[config.mk]
export PLATFORM = sky130hd
export DESIGN_NAME = ucode_seq
export DESIGN_NICKNAME = d
export VERILOG_FILES = /design/src/rtl/ucode_pkg.sv /design/src/rtl/ucode_store.sv /design/src/rtl/ucode_dispatch.sv /design/src/rtl/ucode_next.sv /design/src/rtl/ucode_seq.sv
export SDC_FILE = /design/constraint.sdc
export NUM_CORES = 1
export LEC_CHECK = 0
export ABC_AREA = 1
export BUFFER_PORTS_ARGS = -buffer_cell sky130_fd_sc_hd__buf_2
export CAP_MARGIN = 15
export CORE_MARGIN = 3
export CORE_UTILIZATION = 41
export DETAILED_ROUTE_END_ITERATION = 7
export GPL_TIMING_DRIVEN = 0
export PLACE_DENSITY = 0.73
export SLEW_MARGIN = 20
export SYNTH_ARGS = -nofsm -noshare
export SYNTH_HDL_FRONTEND = slang
export SYNTH_SLANG_ARGS = --single-unit
export TNS_END_PERCENT = 50
[constraint.sdc]
create_clock -name clk -period 1.6 [get_ports clk]
set_clock_uncertainty 0.2 [all_clocks]
set_input_delay 0.16 -clock clk [delete_from_list [all_inputs] [get_ports clk]]
set_output_delay 0.16 -clock clk [all_outputs]
set_load 0.01 [all_outputs]
[src/rtl/ucode_pkg.sv]
package ucode_pkg;

  localparam int OPC_W = 6;
  localparam int UADR_W = 4;

  localparam logic [OPC_W-1:0] OPC_RFMT  = 6'b000000;
  localparam logic [OPC_W-1:0] OPC_JUMP  = 6'b000010;
  localparam logic [OPC_W-1:0] OPC_BEQ   = 6'b000100;
  localparam logic [OPC_W-1:0] OPC_LOAD  = 6'b100011;
  localparam logic [OPC_W-1:0] OPC_STORE = 6'b101011;

  // micro-address map
  localparam int UA_FETCH  = 0;
  localparam int UA_DECODE = 1;
  localparam int UA_MADDR  = 2;
  localparam int UA_LDRD   = 3;
  localparam int UA_LDWB   = 4;
  localparam int UA_STWR   = 5;
  localparam int UA_REXE   = 6;
  localparam int UA_RWB    = 7;
  localparam int UA_BEQ    = 8;
  localparam int UA_JUMP   = 9;

  typedef enum logic [1:0] {
    SEQ_FETCH = 2'b00,
    SEQ_DISP1 = 2'b01,
    SEQ_DISP2 = 2'b10,
    SEQ_INCR  = 2'b11
  } seq_e;

  typedef struct packed {
    logic       mem_rd;
    logic       mem_wr;
    logic       ir_wr;
    logic       pc_wr;
    logic       pc_wr_cond;
    logic       addr_sel;
    logic       alu_a_sel;
    logic [1:0] alu_b_sel;
    logic [1:0] alu_op;
    logic [1:0] pc_src;
    logic       reg_wr;
    logic       dst_sel;
    logic       wb_sel;
  } ctrl_t;

  typedef struct packed {
    ctrl_t ctrl;
    seq_e  seq;
  } uword_t;

  function automatic ctrl_t ctrl_idle();
    ctrl_t c;
    c = '0;
    return c;
  endfunction

endpackage

[src/rtl/ucode_store.sv]
module ucode_store
  import ucode_pkg::*;
#(
  parameter int UA_W = ucode_pkg::UADR_W
) (
  input  logic [UA_W-1:0] upc,
  output uword_t          word
);

  function automatic uword_t store_entry(input logic [UA_W-1:0] a);
    uword_t w;
    w.ctrl = ctrl_idle();
    w.seq  = SEQ_FETCH;
    case (int'(a))
      UA_FETCH: begin
        w.ctrl.mem_rd    = 1'b1;
        w.ctrl.ir_wr     = 1'b1;
        w.ctrl.pc_wr     = 1'b1;
        w.ctrl.alu_b_sel = 2'b01;
        w.seq            = SEQ_INCR;
      end
      UA_DECODE: begin
        w.ctrl.alu_b_sel = 2'b11;
        w.seq            = SEQ_DISP1;
      end
      UA_MADDR: begin
        w.ctrl.alu_a_sel = 1'b1;
        w.ctrl.alu_b_sel = 2'b10;
        w.seq            = SEQ_DISP2;
      end
      UA_LDRD: begin
        w.ctrl.mem_rd   = 1'b1;
        w.ctrl.addr_sel = 1'b1;
        w.seq           = SEQ_INCR;
      end
      UA_LDWB: begin
        w.ctrl.reg_wr = 1'b1;
        w.ctrl.wb_sel = 1'b1;
      end
      UA_STWR: begin
        w.ctrl.mem_wr   = 1'b1;
        w.ctrl.addr_sel = 1'b1;
      end
      UA_REXE: begin
        w.ctrl.alu_a_sel = 1'b1;
        w.ctrl.alu_op    = 2'b10;
        w.seq            = SEQ_INCR;
      end
      UA_RWB: begin
        w.ctrl.reg_wr  = 1'b1;
        w.ctrl.dst_sel = 1'b1;
      end
      UA_BEQ: begin
        w.ctrl.alu_a_sel  = 1'b1;
        w.ctrl.alu_op     = 2'b01;
        w.ctrl.pc_wr_cond = 1'b1;
        w.ctrl.pc_src     = 2'b01;
      end
      UA_JUMP: begin
        w.ctrl.pc_wr  = 1'b1;
        w.ctrl.pc_src = 2'b10;
      end
      default: begin
        w.ctrl = ctrl_idle();
        w.seq  = SEQ_FETCH;
      end
    endcase
    return w;
  endfunction

  always_comb word = store_entry(upc);

endmodule

[src/rtl/ucode_dispatch.sv]
module ucode_dispatch
  import ucode_pkg::*;
#(
  parameter int OP_W  = ucode_pkg::OPC_W,
  parameter int UA_W  = ucode_pkg::UADR_W,
  parameter int TABLE = 1
) (
  input  logic [OP_W-1:0] opcode,
  output logic            hit,
  output logic [UA_W-1:0] target
);

  generate
    if (TABLE == 1) begin : g_first
      always_comb begin
        hit    = 1'b1;
        target = '0;
        if (opcode == OP_W'(OPC_RFMT))       target = UA_W'(UA_REXE);
        else if (opcode == OP_W'(OPC_JUMP))  target = UA_W'(UA_JUMP);
        else if (opcode == OP_W'(OPC_BEQ))   target = UA_W'(UA_BEQ);
        else if (opcode == OP_W'(OPC_LOAD) ||
                 opcode == OP_W'(OPC_STORE)) target = UA_W'(UA_MADDR);
        else                                 hit    = 1'b0;
      end
    end else begin : g_second
      always_comb begin
        hit    = 1'b1;
        target = '0;
        if (opcode == OP_W'(OPC_LOAD))       target = UA_W'(UA_LDRD);
        else if (opcode == OP_W'(OPC_STORE)) target = UA_W'(UA_STWR);
        else                                 hit    = 1'b0;
      end
    end
  endgenerate

endmodule

[src/rtl/ucode_next.sv]
module ucode_next
  import ucode_pkg::*;
#(
  parameter int UA_W = ucode_pkg::UADR_W
) (
  input  logic [UA_W-1:0] upc,
  input  seq_e            seq,
  input  logic            d1_hit,
  input  logic [UA_W-1:0] d1_addr,
  input  logic            d2_hit,
  input  logic [UA_W-1:0] d2_addr,
  output logic [UA_W-1:0] upc_nxt
);

  function automatic logic [UA_W-1:0] pick_next(
    input logic [UA_W-1:0] cur,
    input seq_e            s,
    input logic            h1,
    input logic [UA_W-1:0] a1,
    input logic            h2,
    input logic [UA_W-1:0] a2
  );
    logic [UA_W-1:0] n;
    case (s)
      SEQ_INCR:  n = cur + UA_W'(1);
      SEQ_DISP1: n = h1 ? a1 : '0;
      SEQ_DISP2: n = h2 ? a2 : '0;
      default:   n = '0;
    endcase
    return n;
  endfunction

  always_comb upc_nxt = pick_next(upc, seq, d1_hit, d1_addr, d2_hit, d2_addr);

endmodule

[src/rtl/ucode_seq.sv]
module ucode_seq
  import ucode_pkg::*;
#(
  parameter int OP_W = ucode_pkg::OPC_W,
  parameter int UA_W = ucode_pkg::UADR_W
) (
  input  logic            clk,
  input  logic            rst,
  input  logic [OP_W-1:0] opcode,
  output logic            mem_rd,
  output logic            mem_wr,
  output logic            ir_wr,
  output logic            pc_wr,
  output logic            pc_wr_cond,
  output logic            addr_sel,
  output logic            alu_a_sel,
  output logic [1:0]      alu_b_sel,
  output logic [1:0]      alu_op,
  output logic [1:0]      pc_src,
  output logic            reg_wr,
  output logic            dst_sel,
  output logic            wb_sel
);

  logic [UA_W-1:0] upc;
  logic [UA_W-1:0] upc_nxt;
  uword_t          word;
  seq_e            seq_sel;
  logic            d1_hit;
  logic            d2_hit;
  logic [UA_W-1:0] d1_addr;
  logic [UA_W-1:0] d2_addr;

  ucode_store #(.UA_W(UA_W)) u_store (
    .upc  (upc),
    .word (word)
  );

  assign seq_sel = word.seq;

  ucode_dispatch #(.OP_W(OP_W), .UA_W(UA_W), .TABLE(1)) u_disp1 (
    .opcode (opcode),
    .hit    (d1_hit),
    .target (d1_addr)
  );

  ucode_dispatch #(.OP_W(OP_W), .UA_W(UA_W), .TABLE(2)) u_disp2 (
    .opcode (opcode),
    .hit    (d2_hit),
    .target (d2_addr)
  );

  ucode_next #(.UA_W(UA_W)) u_next (
    .upc     (upc),
    .seq     (seq_sel),
    .d1_hit  (d1_hit),
    .d1_addr (d1_addr),
    .d2_hit  (d2_hit),
    .d2_addr (d2_addr),
    .upc_nxt (upc_nxt)
  );

  always_ff @(posedge clk) begin
    if (rst) upc <= '0;
    else     upc <= upc_nxt;
  end

  assign mem_rd     = word.ctrl.mem_rd;
  assign mem_wr     = word.ctrl.mem_wr;
  assign ir_wr      = word.ctrl.ir_wr;
  assign pc_wr      = word.ctrl.pc_wr;
  assign pc_wr_cond = word.ctrl.pc_wr_cond;
  assign addr_sel   = word.ctrl.addr_sel;
  assign alu_a_sel  = word.ctrl.alu_a_sel;
  assign alu_b_sel  = word.ctrl.alu_b_sel;
  assign alu_op     = word.ctrl.alu_op;
  assign pc_src     = word.ctrl.pc_src;
  assign reg_wr     = word.ctrl.reg_wr;
  assign dst_sel    = word.ctrl.dst_sel;
  assign wb_sel     = word.ctrl.wb_sel;

endmodule

Word-level counts from Yosys, hierarchy flattened
Index checks and enable logic that the tools add are counted.
Storage, ports and cells
  flip-flop bits (word level): 4
  bits in latches: 0
  memory bits (writable): 0
  memory bits (read-only): 0
  input bits: 8
  output and inout bits: 16
  logic and storage cells: 56
  memories kept: 0
Cells by class
  add/sub/neg operators: 1
  $mul: 0
  divide/modulo/power cells: 0
  $lt $le $gt $ge: 0
  equal/unequal tests: 16
  shifts and indexed selects: 0
  multiplexer cells: 29
  bitwise logic cells: 0
  reduce and logical (&&, ||, !) cells: 9
Operator list (count)
  $mux W4: 6
  $eq A4 B3 Y1 const B: 4
  $mux W1: 16
  $eq A6 B6 Y1 const B: 2
  $pmux W2 S3: 2
  $pmux W4 S3: 1
  $eq A4 B2 Y1 const B: 2
  $eq A4 B4 Y1 const B: 2
  $pmux W2 S2: 2
  $reduce_or A2 Y1: 4
  $eq A6 B2 Y1 const B: 1
  $eq A6 B3 Y1 const B: 1
  $logic_not A6 Y1: 1
  $reduce_or A3 Y1: 2
  $add A4 B1 Y4 const B: 1
  $eq A2 B2 Y1 const B: 2
  $eq A4 B1 Y1 const B: 1
  $logic_not A4 Y1: 1
  $mux W3: 1
  $eq A2 B1 Y1 const B: 1
  $mux W2: 1
  $logic_or A1 B1 Y1: 1

Logic depth before layout (Yosys ltp)
  word-level depth: 8
  gate-level depth with buffers: 9
  depth with buffers taken out: 9

Modules after synthesis
A second synthesis with hierarchy kept.
Unflattened totals
  cells, all modules: 119
  area total of the unflattened synthesis: 585.6 µm²
Modules (own cells, without submodules)
  ucode_next: instances 1, cells an instance 35, area an instance 158.9 µm², sequential area each 0.0 µm²
  ucode_store: instances 1, cells an instance 36, area an instance 157.7 µm², sequential area each 0.0 µm²
  ucode_seq: instances 1, cells an instance 12, area an instance 110.1 µm², sequential area each 80.1 µm²
  ucode_dispatch (u_disp1): instances 1, cells an instance 22, area an instance 96.3 µm², sequential area each 0.0 µm²
  ucode_dispatch (u_disp2): instances 1, cells an instance 14, area an instance 62.6 µm², sequential area each 0.0 µm²

Worst setup path before layout
No wires, ideal clock.
  path type: register to register
  start: register upc[0]
  end: register upc[1]
  setup time: 109 ps
  arrival: 1213 ps
  data required time: 1291 ps
  setup slack: 78 ps
  cell stages (with the launch flop): 9
  buffers on the path: 0
  period minus slack after synthesis: 1522 ps
  cells stage by stage: dfxtp_1 > inv_1 > ha_1 > o21ai_4 > nand3_1 > nand3_1 > nand3_1 > nand2_1 > inv_1
On the way
  cells in the longest elaborated chain, start to end: 5
  elaborated cells between the ends (all ways): 12
  classes of those cells: add/sub (1); eq/ne (7); mux (2); reduce/logical (2)
RTL lines
  start: declaration: line ucode_seq.sv:25  | logic [UA_W-1:0] upc;
  start signal: assignment: line ucode_seq.sv:65  | else upc <= upc_nxt;
  $eq A4 B3 Y1 (tied with other cells): line ucode_store.sv:14  | case (int'(a))
  $reduce_or A3 Y1 (no line)
  $pmux W2 S3: line ucode_store.sv:14
  $eq A2 B2 Y1 or $eq A2 B1 Y1 (tied branches): line ucode_next.sv:24  | case (s)
  $pmux W4 S3 (*): line ucode_next.sv:24
Mark *: on every way between the ends. The rest lies on a longest branch, timed or not.
A chain may end at the register's enable or synchronous reset.

Worst setup path in the final report
  start: register upc[0]
  end: output alu_b_sel[1]
On the way
  cells in the longest elaborated chain, start to end: 2
  elaborated cells between the ends (all ways): 4
  classes of those cells: eq/ne (2); mux (1); reduce/logical (1)
RTL lines
  $eq A4 B2 Y1 (tied with other cells): line ucode_store.sv:14
  $pmux W2 S3 (*): line ucode_store.sv:14
  end: declaration: line ucode_seq.sv:17  | output logic [1:0] alu_b_sel,
Marks and branches as above.

==> flow_metrics.tcl <==
set metrics [dict create \
    critPathSlowestCell "dfxtp_4" \
    worst-endpoint-required_ns 1.24 \
    final_common_cell "buf_2" \
    fin_area_um2 834.6 \
    worst-r2r-cell-count 9 \
    fmax_mhz 633.3 \
    drive_above_1_share_pct 46.67 \
    final-setup-viol-count 0 \
    status "finished, final reports clean" \
    avgSynthCellArea_um2 5.998 \
    crit_path_start "upc[0]" \
    nNetsFinal 134 \
    rows 12 \
    yosysUniqueCellTypes 19 \
    startpoint_type "flip-flop" \
    cap_violations 0 \
    dieArea_um2 1822 \
    endpoint_kind "output pin" \
    synth_top_family_by_area "simple AND/OR/NAND/NOR gates" \
    finalCritPeriodShare_pct 98.70 \
    syn-num-nets 104 \
    cts_made_buffers 3 \
    syn2layout_area_growth_pct 51.25 \
    grt_pass1_wl_um 2014 \
    drt_wl_total_um 1328 \
    drt-met1-wl_um 609 \
    ant_nets 0 \
    r2r_start "upc[0]" \
    grt_max_degree 8 \
    grt_pass1_vias 483 \
    wl_met2_um 660 \
    critPathArrivalTime_ns 1.22 \
    synth_compound_area_share_pct 9.297 \
    path_max_fanout 4 \
    die_w_um 42.69 \
    drc 0 \
    synthMuxAreaShare_pct 0 \
    slew-limit-headroom_pct 86.28 \
    dpl.hpwl_um 975.9 \
    hold_start "opcode[3]" \
    path_class "flip-flop to output pin" \
    clk_pin_slew_worst_paths_ns 0.03 \
    cts_buffer_depth 2 \
    drv_slew 0 \
    grt-ovfl-total 0 \
    fp.dieH_um 42.69 \
    port_buffers 23 \
    synth_cells 92 \
    gp_congestion 0.8283 \
    p_leak_uw 0.0004348 \
    grtUsageTotal_pct 13.94 \
    highest_layer "met3" \
    power_density_nw_per_um2 1270 \
    largestRegisters "upc x4" \
    cts_tree "yes" \
    htree_levels 1 \
    top_register "upc" \
    diodes 0 \
    fin_hold_ws_ns 0.1669 \
    wl_per_cell_um 9.910 \
    critPathMaxStageDelay_ns 0.36 \
    antenna_found_initial 0 \
    synthXorXnorAreaFrac_pct 3.175 \
    ir_worst_vdd_mv 0.8327 \
    min_path_type "primary input to flip-flop" \
    wl_met3_um 58 \
    placed_area_um2 684.4 \
    crit_chain "inv_4, ha_2, nand2_4, o21ai_2, buf_2" \
    hold_depth 6 \
    pin_count 24 \
    largest_reg_flops 4 \
    min_period_ns 1.579 \
    core_area_um2 1186 \
    start_util_pct 46.52 \
    vias 640 \
    most-common-layout-cells "buf_2, nand2_1, inv_1, nand3_1, nor2_1" \
    yosysWarnings 0 \
    synth_area_um2 551.8 \
    synthAdderAreaFrac_pct 9.070 \
    root_buffer "clkbuf_4" \
    rsz0062_at_grt "yes" \
    cts_sinks 4 \
    first_pass_iters 4 \
    tightestPinTransition_ns 0.2054 \
    vias_per_cell 4.776 \
    seq_area_frac_synth_pct 14.51 \
    hold_violations 0 \
    yosys.area_share.simple_pct 49.66 \
    clock_latency_ns 0.23 \
    drtIter0Drc 14 \
    ys_seq_elements 4 \
]
cells in the mapped netlist, drive strengths merged:
cell,count,area (um^2)
nor3b,1,7.510
nor3,1,5.000
xor2,2,17.52
nand2,21,98.84
inv,17,63.81
o21ai,6,41.29
nand3,14,70.07
nor2,15,73.82
dfxtp,4,80.08
a21oi,2,10.01
buf,2,15.01
or2,2,12.51
nand4,1,6.260
ha,4,50.05
where the power goes:
group | internal (uW) | switching, uW | leakage [uW]
combinational | 306 | 455 | 0.000386
clock | 83.4 | 34.2 | 0.0000138
sequential | 132 | 48.8 | 0.0000352
stage by stage:
step,util [%],setup TNS [ns],total power (uW),cells,setup WS (ns)
after global routing,70.36,-0.1984,1157,134,-0.04486
final,70.36,0,1060,134,0.02084
after global placement,57.70,-0.1234,762.8,129,-0.04738
after floorplan,-,0,599.2,92,0.07810
after CTS,65.30,0,988.7,134,0.009652
after detailed placement,57.70,-0.2327,769.9,129,-0.08086
cell type report:
class                      count  area, um^2
clock buffer                   3       22.52
buffer                         2       18.77
fill                         103       351.6
inverter                      17       73.82
multi-input combinational     69       464.2
timing repair buffer          25       145.1
sequential                     4       92.59
tap                           14       17.52
critical path, delay by kind of cell (launching register included):
kind | cells | cell delay (ns)
buf+inv | 2 | 0.21
compound gates | 1 | 0.11
fa+ha+maj | 1 | 0.22
flops | 1 | 0.36
simple gates | 1 | 0.08
cells by family (layout without fill, tap and decap cells):
family,Yosys count,in the layout
adder cells (fa/ha/maj),4,4
AO/OA/AOI/OAI,8,8
flip-flops,4,4
AND/OR/NAND/NOR,55,55
buffers and inverters,19,47
XOR/XNOR,2,2
layer usage:
| layer | global-route usage, % | up-vias |
|---|---|---|
| met2 | 21.86 | 14 |
| met5 | 0 | - |
| met4 | 5.590 | 0 |
| met1 | 19.04 | 278 |
| li1 | - | 348 |
| met3 | 1.695 | 0 |
worst paths after layout:
check | to | slack [ns]
max reg2reg | upc[2] | 0.05
max | alu_b_sel[1] | 0.02
min reg2reg | upc[3] | 0.48
min | upc[3] | 0.17
timing repair:
action,4_1_cts,5_1_grt
cloned,0,0
setup buffers,1,0
endpoints found under the setup margin,16,12
resized for setup,20,16
hold endpoints to repair,2,0
hold buffers,1,0
pin swaps,1,5
Note: power is estimated with default switching activity, not from simulation.
